--- src/rtl/sbuf_pkg.sv ---
package sbuf_pkg;
    localparam int ADDR_W   = 48;
    localparam int STRIDE_W = 14;
    localparam int REC_W    = 32;
    localparam int OFF32_W  = 32;
    localparam int PROD_W   = STRIDE_W + REC_W;

    typedef struct packed {
        logic [REC_W-1:0]    records;
        logic [STRIDE_W-1:0] stride;
        logic [ADDR_W-1:0]   base;
    } bufdesc_t;

    function automatic bufdesc_t unpack_desc(input logic [127:0] raw);
        bufdesc_t d;
        d.base    = raw[47:0];
        d.stride  = raw[61:48];
        d.records = raw[95:64];
        return d;
    endfunction
endpackage

--- src/rtl/sbuf_off_sel.sv ---
module sbuf_off_sel #(
    parameter int OFF_W  = 20,
    parameter int SREG_W = 7
) (
    input  logic              imm,
    input  logic [OFF_W-1:0]  field,
    input  logic [31:0]       sreg_rdata,
    output logic [SREG_W-1:0] sreg_sel,
    output logic [31:0]       offset
);
    assign sreg_sel = field[SREG_W-1:0];

    always_comb begin
        if (imm) offset = 32'(field);
        else     offset = sreg_rdata;
    end
endmodule

--- src/rtl/sbuf_clamp.sv ---
module sbuf_clamp
    import sbuf_pkg::*;
(
    input  bufdesc_t            desc,
    input  logic [OFF32_W-1:0]  offset,
    output logic [ADDR_W-1:0]   addr
);
    logic [PROD_W-1:0] limit_prod;
    logic [PROD_W-1:0] off_wide;
    logic [PROD_W-1:0] clamped;
    logic [ADDR_W-1:0] sum;

    assign limit_prod = PROD_W'(desc.stride) * PROD_W'(desc.records);
    assign off_wide   = PROD_W'(offset);

    always_comb begin
        clamped = off_wide;
        if (desc.stride == '0) begin
            if (off_wide >= PROD_W'(desc.records)) clamped = PROD_W'(desc.records);
        end else if (off_wide > limit_prod) begin
            clamped = limit_prod;
        end
        sum  = desc.base + ADDR_W'(clamped);
        addr = {sum[ADDR_W-1:2], 2'b00};
    end
endmodule

--- src/rtl/sbuf_req_track.sv ---
module sbuf_req_track #(
    parameter int MAX_OUTST = 15,
    localparam int CNT_W    = $clog2(MAX_OUTST + 1)
) (
    input  logic             clk,
    input  logic             rst_n,
    input  logic             issue,
    input  logic             done,
    input  logic             held,
    output logic             room,
    output logic [CNT_W-1:0] cnt
);
    logic [CNT_W-1:0] cnt_d, cnt_q;
    logic             done_ok;

    always_comb begin
        done_ok = done && ((cnt_q != '0) || issue);
        cnt_d   = cnt_q;
        case ({issue, done_ok})
            2'b10:   cnt_d = cnt_q + 1'b1;
            2'b01:   cnt_d = cnt_q - 1'b1;
            default: cnt_d = cnt_q;
        endcase
        room = (({1'b0, cnt_q} + (CNT_W+1)'(held)) < (CNT_W+1)'(MAX_OUTST));
    end

    always_ff @(posedge clk or negedge rst_n) begin
        if (!rst_n) cnt_q <= '0;
        else        cnt_q <= cnt_d;
    end

    assign cnt = cnt_q;

    AST_NO_UNDERFLOW: assert property (@(posedge clk) disable iff (!rst_n)
        (cnt_q == '0 && !issue) |=> (cnt_q == '0));
    AST_CNT_STEP: assert property (@(posedge clk) disable iff (!rst_n)
        (issue && !done) |=> (cnt_q == $past(cnt_q) + 1'b1));
    AST_CNT_LIMIT: assert property (@(posedge clk) disable iff (!rst_n)
        (cnt_q <= CNT_W'(MAX_OUTST)));
endmodule

--- src/rtl/sbuf_addr_gen.sv ---
module sbuf_addr_gen
    import sbuf_pkg::*;
#(
    parameter int OFF_W     = 20,
    parameter int SREG_W    = 7,
    parameter int DST_W     = 7,
    parameter int MAX_LOG   = 4,
    parameter int MAX_OUTST = 15,
    localparam int DW_W     = MAX_LOG + 1,
    localparam int CNT_W    = $clog2(MAX_OUTST + 1)
) (
    input  logic              clk,
    input  logic              rst_n,
    input  logic              in_valid,
    output logic              in_ready,
    input  logic [127:0]      in_desc,
    input  logic              in_imm,
    input  logic [OFF_W-1:0]  in_off_field,
    output logic [SREG_W-1:0] sreg_sel,
    input  logic [31:0]       sreg_rdata,
    input  logic [2:0]        in_size,
    input  logic [DST_W-1:0]  in_dst,
    output logic              req_valid,
    input  logic              req_ready,
    output logic [ADDR_W-1:0] req_addr,
    output logic [DW_W-1:0]   req_dwords,
    output logic [DST_W-1:0]  req_dst,
    input  logic              done,
    output logic [CNT_W-1:0]  outst_cnt
);
    typedef struct packed {
        logic              valid;
        logic [ADDR_W-1:0] addr;
        logic [DW_W-1:0]   dwords;
        logic [DST_W-1:0]  dst;
    } stage_t;

    stage_t            st_d, st_q;
    bufdesc_t          desc;
    logic [31:0]       offset;
    logic [ADDR_W-1:0] addr_c;
    logic [DW_W-1:0]   dwords_c;
    logic              fire, accept, room;
    logic              unused_desc_bits;

    assign desc             = unpack_desc(in_desc);
    assign unused_desc_bits = ^{in_desc[127:96], in_desc[63:62]};

    sbuf_off_sel #(.OFF_W(OFF_W), .SREG_W(SREG_W)) u_off_sel (
        .imm        (in_imm),
        .field      (in_off_field),
        .sreg_rdata (sreg_rdata),
        .sreg_sel   (sreg_sel),
        .offset     (offset)
    );

    sbuf_clamp u_clamp (
        .desc   (desc),
        .offset (offset),
        .addr   (addr_c)
    );

    sbuf_req_track #(.MAX_OUTST(MAX_OUTST)) u_track (
        .clk   (clk),
        .rst_n (rst_n),
        .issue (fire),
        .done  (done),
        .held  (st_q.valid),
        .room  (room),
        .cnt   (outst_cnt)
    );

    always_comb begin
        if (32'(in_size) > MAX_LOG) dwords_c = DW_W'(1) << MAX_LOG;
        else                        dwords_c = DW_W'(1) << in_size;

        fire     = st_q.valid && req_ready;
        in_ready = (!st_q.valid || req_ready) && room;
        accept   = in_valid && in_ready;

        st_d = st_q;
        if (fire) st_d.valid = 1'b0;
        if (accept) begin
            st_d.valid  = 1'b1;
            st_d.addr   = addr_c;
            st_d.dwords = dwords_c;
            st_d.dst    = in_dst;
        end
    end

    always_ff @(posedge clk or negedge rst_n) begin
        if (!rst_n) st_q <= '0;
        else        st_q <= st_d;
    end

    assign req_valid  = st_q.valid;
    assign req_addr   = st_q.addr;
    assign req_dwords = st_q.dwords;
    assign req_dst    = st_q.dst;

    AST_REQ_HOLD: assert property (@(posedge clk) disable iff (!rst_n)
        (req_valid && !req_ready) |=> (req_valid && $stable(req_addr) && $stable(req_dwords)));
    AST_ADDR_ALIGN: assert property (@(posedge clk) disable iff (!rst_n)
        req_valid |-> (req_addr[1:0] == 2'b00));
    AST_ONE_CYCLE: assert property (@(posedge clk) disable iff (!rst_n)
        (in_valid && in_ready) |=> req_valid);
    AST_STALL_READY: assert property (@(posedge clk) disable iff (!rst_n)
        (req_valid && !req_ready) |-> !in_ready);
endmodule

--- config.mk ---
export PLATFORM = sky130hd
export DESIGN_NAME = sbuf_addr_gen
export DESIGN_NICKNAME = d
export VERILOG_FILES = /design/src/rtl/sbuf_pkg.sv /design/src/rtl/sbuf_off_sel.sv /design/src/rtl/sbuf_clamp.sv /design/src/rtl/sbuf_req_track.sv /design/src/rtl/sbuf_addr_gen.sv
export SDC_FILE = /design/constraint.sdc
export NUM_CORES = 1
export LEC_CHECK = 0
export ABC_AREA = 0
export ABC_CLOCK_PERIOD_IN_PS = 3900
export BUFFER_PORTS_ARGS = -buffer_cell sky130_fd_sc_hd__buf_2
export CORE_ASPECT_RATIO = 1.1
export CORE_MARGIN = 2
export CORE_UTILIZATION = 48
export DETAILED_ROUTE_END_ITERATION = 8
export PLACE_DENSITY = 0.69
export SKIP_LAST_GASP = 1
export SLEW_MARGIN = 20
export SYNTH_ARGS = -nofsm -noshare
export SYNTH_HDL_FRONTEND = slang
export SYNTH_SLANG_ARGS = --single-unit
--- constraint.sdc ---
create_clock -name clk -period 3.9 [get_ports clk]
set_clock_uncertainty 0.15 [all_clocks]
set_input_delay 0.39 -clock clk [delete_from_list [all_inputs] [get_ports clk]]
set_output_delay 0.39 -clock clk [all_outputs]
set_load 0.05 [all_outputs]
======== After elaboration in Yosys (flattened, before gate mapping) ========
Cells that the tools add are included.
word-level totals
  output and inout port bits .............. 73
  register bits ........................... 63
  word-level logic and storage cells ...... 36
  input port bits ......................... 196
operators by class
  shift-type cells ........................ 1
  equal/unequal tests ..................... 2
  multipliers ............................. 1
  add/subtract/negate cells ............... 4
  reduce and logical (&&, ||, !) cells .... 11
  order comparisons ....................... 4
  multiplexer cells ....................... 8
operators by type and width
  operator               count
  $mux W46               2
  $mux W32               2
  $mux W61               1
  $add A48 B46 Y48       1
  $gt A32 B46 Y1         1
  $mul A14 B32 Y46       1
  $ge A32 B32 Y1         1
  $logic_not A14 Y1      1
  $pmux W4 S2            1
  $add A4 B1 Y5          1
  $lt A5 B4 Y1 const B   1
  $mux W5                1
  $shl A1 B3 Y5 const A  1
  $add A4 B1 Y4 const B  1
  $logic_and A1 B1 Y1    4
  $reduce_bool A2 Y1     2
  $reduce_bool A4 Y1     1
  $sub A4 B1 Y4 const B  1
  $gt A3 B3 Y1 const B   1
  $eq A2 B1 Y1 const B   1
  $eq A2 B2 Y1 const B   1
  $logic_or A1 B1 Y1     2
  $logic_not A1 Y1       1
  $mux W1                1

======== Depth between registers and ports, before layout ========
  depth in word-level cells ............... 6
  gate-level depth with buffers ........... 55
  mapped depth without buffers ............ 52

======== By module ========
From an unflattened synthesis, not the netlist that was laid out.
second synthesis, totals
  cell total of the unflattened synthesis .. 2573
  area, all modules ....................... 22345.2 µm²
by module, submodules not included
  module          seq. area each (µm²)  area each (µm²)  cells an instance  instances
  sbuf_clamp      0.0                   18975.7          2359               1
  sbuf_addr_gen   1526.5                2648.8           138                1
  sbuf_off_sel    0.0                   380.4            42                 1
  sbuf_req_track  100.1                 340.3            34                 1

======== Least setup slack after synthesis ========
No wires, ideal clock.
  path type ............................... input to register
  from .................................... input port in_desc[69]
  to ...................................... register st_q (netlist bit req_addr[45])
  setup time .............................. 0.131 ns
  arrival time ............................ 10.921 ns
  setup slack ............................. -7.302 ns
  buffers on the path ..................... 3
  cell stages on the path ................. 53
  data required time ...................... 3.619 ns
  cells stage by stage .................... clkbuf_1 -> and2_1 -> fa_1 -> inv_1 -> fa_1 -> inv_1 -> fa_1 -> inv_1 -> fa_1 -> inv_1 -> fa_1 -> inv_1 -> fa_1 -> inv_1 -> ha_1 -> nand2_1 -> or4_1 -> a21o_1 -> (+17 left out) -> nor2_1 -> a21oi_1 -> ha_1 -> a21oi_1 -> nor2b_1 -> o21ai_0 -> nand2b_1 -> a21o_1 -> a21o_1 -> a21o_1 -> a21oi_1 -> o21ai_0 -> inv_1 -> a211o_1 -> nor2b_1 -> o211ai_1 -> a2111oi_0 -> or3_1
between the ends
  longest elaborated chain between the ends .. 5
RTL lines
  what                  RTL line             source
  from (decl)           sbuf_addr_gen.sv:16  input logic [127:0] in_desc,
  $mul A14 B32 Y46      sbuf_clamp.sv:13     assign limit_prod = PROD_W'(desc.stride) * PROD_W'(desc.records);
  $gt A32 B46 Y1        sbuf_clamp.sv:20     end else if (off_wide > limit_prod) begin
  $mux W46              sbuf_clamp.sv:20
  $mux W46 *            sbuf_clamp.sv:18     if (desc.stride == '0) begin
  $add A48 B46 Y48 *    sbuf_clamp.sv:23     sum = desc.base + ADDR_W'(clamped);
  to (signal assigned)  sbuf_addr_gen.sv:93  else st_q <= st_d;
  to (decl)             sbuf_addr_gen.sv:38  stage_t st_d, st_q;
Every way passes the cells marked *; elsewhere a longest branch is shown, timed or not.
A chain may end at the register's enable or synchronous reset.

======== Final worst setup path ========
  from .................................... input port in_desc[72]
  to ...................................... register st_q (netlist bit req_addr[46])
Same word-level chain as after synthesis.

==> flow_metrics.tcl <==
set metrics [dict create \
    die_w_microns 210 \
    netlist_top_cells_area "fa_1 32%, ha_1 12%, nand2_1 7.7%" \
    tightest_slew_ns 0.836 \
    grt_pass1_wl_mm 120 \
    worstSetupEndpointType "flip-flop" \
    syn_to_final_growth_pct 35.3 \
    path_clk_slew_ns 0.06 \
    start_util 0.483 \
    pre_cts_slack_ns -7.45 \
    place_congestion 0.969 \
    nets 4248 \
    critPathArrivalTime_ns 10.65 \
    synth_simple_gate_area_frac 0.197 \
    ys.flop_type "dfrtp_1" \
    ys_types 81 \
    setup-violations-final 46 \
    fillers 3778 \
    vias_per_cell 5.48 \
    status "complete, but fails checks" \
    hold_viol 1 \
    synth_cells 2746 \
    cp.required_ns 4.02 \
    muxShareOfSynthArea 0.0245 \
    first_pass_iters 5 \
    finish.utilization 0.654 \
    numCtsBuffers 9 \
    die_h_microns 231 \
    grt_usage 0.309 \
    vias 22300 \
    port_buffers 232 \
    synthAdderAreaFrac 0.444 \
    cpPeakStageDelay_ns 0.63 \
    crit_type "input port to flip-flop" \
    synth_top_area_cell "fa_1" \
    final.period_utilization 2.70 \
    hpwl_mm 61.9 \
    hold_path.class "input port to async pin" \
    synth-seq-cells 63 \
    wl_per_cell_microns 18.2 \
    overflow 0 \
    num_io_pins 269 \
    synth_top_family_by_area "adder cells" \
    insertion_delay_ns 0.34 \
    slew_headroom 0.442 \
    dieArea_sq_um 48500 \
    synth_top_area_share 0.319 \
    synth_xor_area_frac 0.0289 \
    fmax_mhz 95.0 \
    ctsHoldBuffers 0 \
    fin_tns_setup_ns -292.72 \
    whs_ns -0.00226 \
    rows 83 \
    maxSlewViolCount 0 \
    antenna_found_initial 1 \
    grt_max_degree 59 \
    clkSinkCount 63 \
    drive_gt1_frac 0.313 \
    drcViolationCount 0 \
    routed_wl_mm 74.2 \
    violations "hold timing, setup timing" \
    fp.coreArea_sq_um 46400 \
    maxCapViolations 0 \
    clockBufferDepth 2 \
    synth.yosys.seq_area_share 0.0702 \
    synth_most_common_cell "nand2_1" \
    tritoncts "built" \
    clock-root-buffer "clkbuf_16" \
    fin_crit_ns 10.53 \
    ctsHtreeMaxLevel 3 \
    start_kind "input port" \
    path_common_cell "fa_1" \
    syn-mean-instance-area_sq_um 8.17 \
    ys_warn_count 0 \
    synthTopCellsByCount "461 x nand2_1, 415 x inv_1, 358 x fa_1" \
    synth_edf_count 0 \
    postRouteAntennaNets 0 \
    grt_pass1_vias 23700 \
    setup_slack_ns -6.63 \
    critPathSlowestCell "fa_1" \
    synth_compound_area_frac 0.139 \
    cp_max_fo 13 \
    drt_iter0_markers 1533 \
    rsz0062_at_grt "yes" \
    syn-cell-area_sq_um 22400 \
    async_flop_share 1.00 \
]
==> layout make-up <==
class | count | area [sq um] | area share
sequential | 63 | 1580 | 0.0519
inverter | 415 | 1560 | 0.0513
clock inverter | 7 | 125 | 0.00412
timing repair buffer | 844 | 6250 | 0.206
antenna | 1 | 2.50 | 0.0000824
tap | 595 | 744 | 0.0245
clock buffer | 9 | 225 | 0.00742
multi-input combinational | 2137 | 19900 | 0.655
==> critical path: cells and delay by family <==
family / cells / cell delay [ns]
buf+inv: 9 / 1.00
fa+ha+maj: 9 / 4.04
xor+xnor: 1 / 0.27
compound gates: 10 / 1.75
simple gates: 19 / 3.19
==> layer usage <==
metal,global-route usage,wire (microns)
met5,0,0
met4,0.100,2580
met3,0.0305,4510
met2,0.563,37500
met1,0.382,29500
==> kinds of logic after synthesis <==
| kind of cell | after synthesis |
|---|---|
| mux | 52 |
| xor+xnor | 74 |
| other cells | 1 |
| simple gates | 926 |
| compound gates | 487 |
| buf+inv | 561 |
| fa+ha+maj | 582 |
| flops | 63 |
==> worst paths after layout <==
kind	from	to	slack, ns	cells after the start
setup / recovery	in_desc[72]	req_addr[46]	-6.63	48
hold / removal	rst_n	req_dst[0]	-0.002	1
setup reg to reg	u_track.cnt[0]	req_addr[11]	0.76	11
hold reg to reg	req_addr[12]	req_addr[12]	0.31	2
max in group asynchronous	rst_n	req_addr[7]	2.68	2
min in group clk	in_dst[0]	req_dst[0]	0.09	3
==> flip-flops by register name (all words and copies together), names as in the netlist <==
name and flops:
req_addr 46, req_dst 7, req_dwords 5, u_track.cnt 4, req_valid 1
==> through the flow <==
step / instances / area (sq um)
detailed placement: 3991 / 28300
CTS: 4057 / 30000
finish: 4071 / 30400
floorplan: 2761 / 22900
global route: 4071 / 30400
global placement: 3991 / 28300
==> placed cells by master (no fill, tap or decap), types with 15 or more instances in the layout <==
master | synthesis | final
buf_4 | 9 | 573
nand2_1 | 461 | 452
inv_1 | 415 | 407
fa_1 | 358 | 357
buf_2 | 7 | 206
ha_1 | 224 | 205
and2_1 | 175 | 160
a21oi_1 | 157 | 115
nor2_1 | 100 | 89
dfrtp_1 | 63 | 63
a21o_1 | 61 | 61
o21ai_0 | 120 | 59
o21ai_1 | 6 | 56
buf_6 | 1 | 46
nand4_1 | 44 | 44
a21oi_2 | 1 | 36
nor2b_1 | 32 | 29
mux2i_1 | 28 | 28
xnor2_1 | 43 | 25
mux2_2 | 24 | 24
xor2_1 | 31 | 24
nand3_1 | 23 | 22
nor3_1 | 26 | 21
o211ai_1 | 16 | 16
nand2b_1 | 16 | 16
xnor2_2 | 0 | 16
conb_1 | 1 | 16
and2_4 | 0 | 15
ha_4 | 0 | 15
==> what timing repair did <==
item                       4_1_cts  5_1_grt
setup endpoints to repair       46       46
setup buffers                   48       16
pin swaps                       99       63
resized for setup              216       63
gates cloned                     6        0
Power is not shown: default switching activity piles up to over one toggle a cycle in this logic, so the estimate is an artifact.
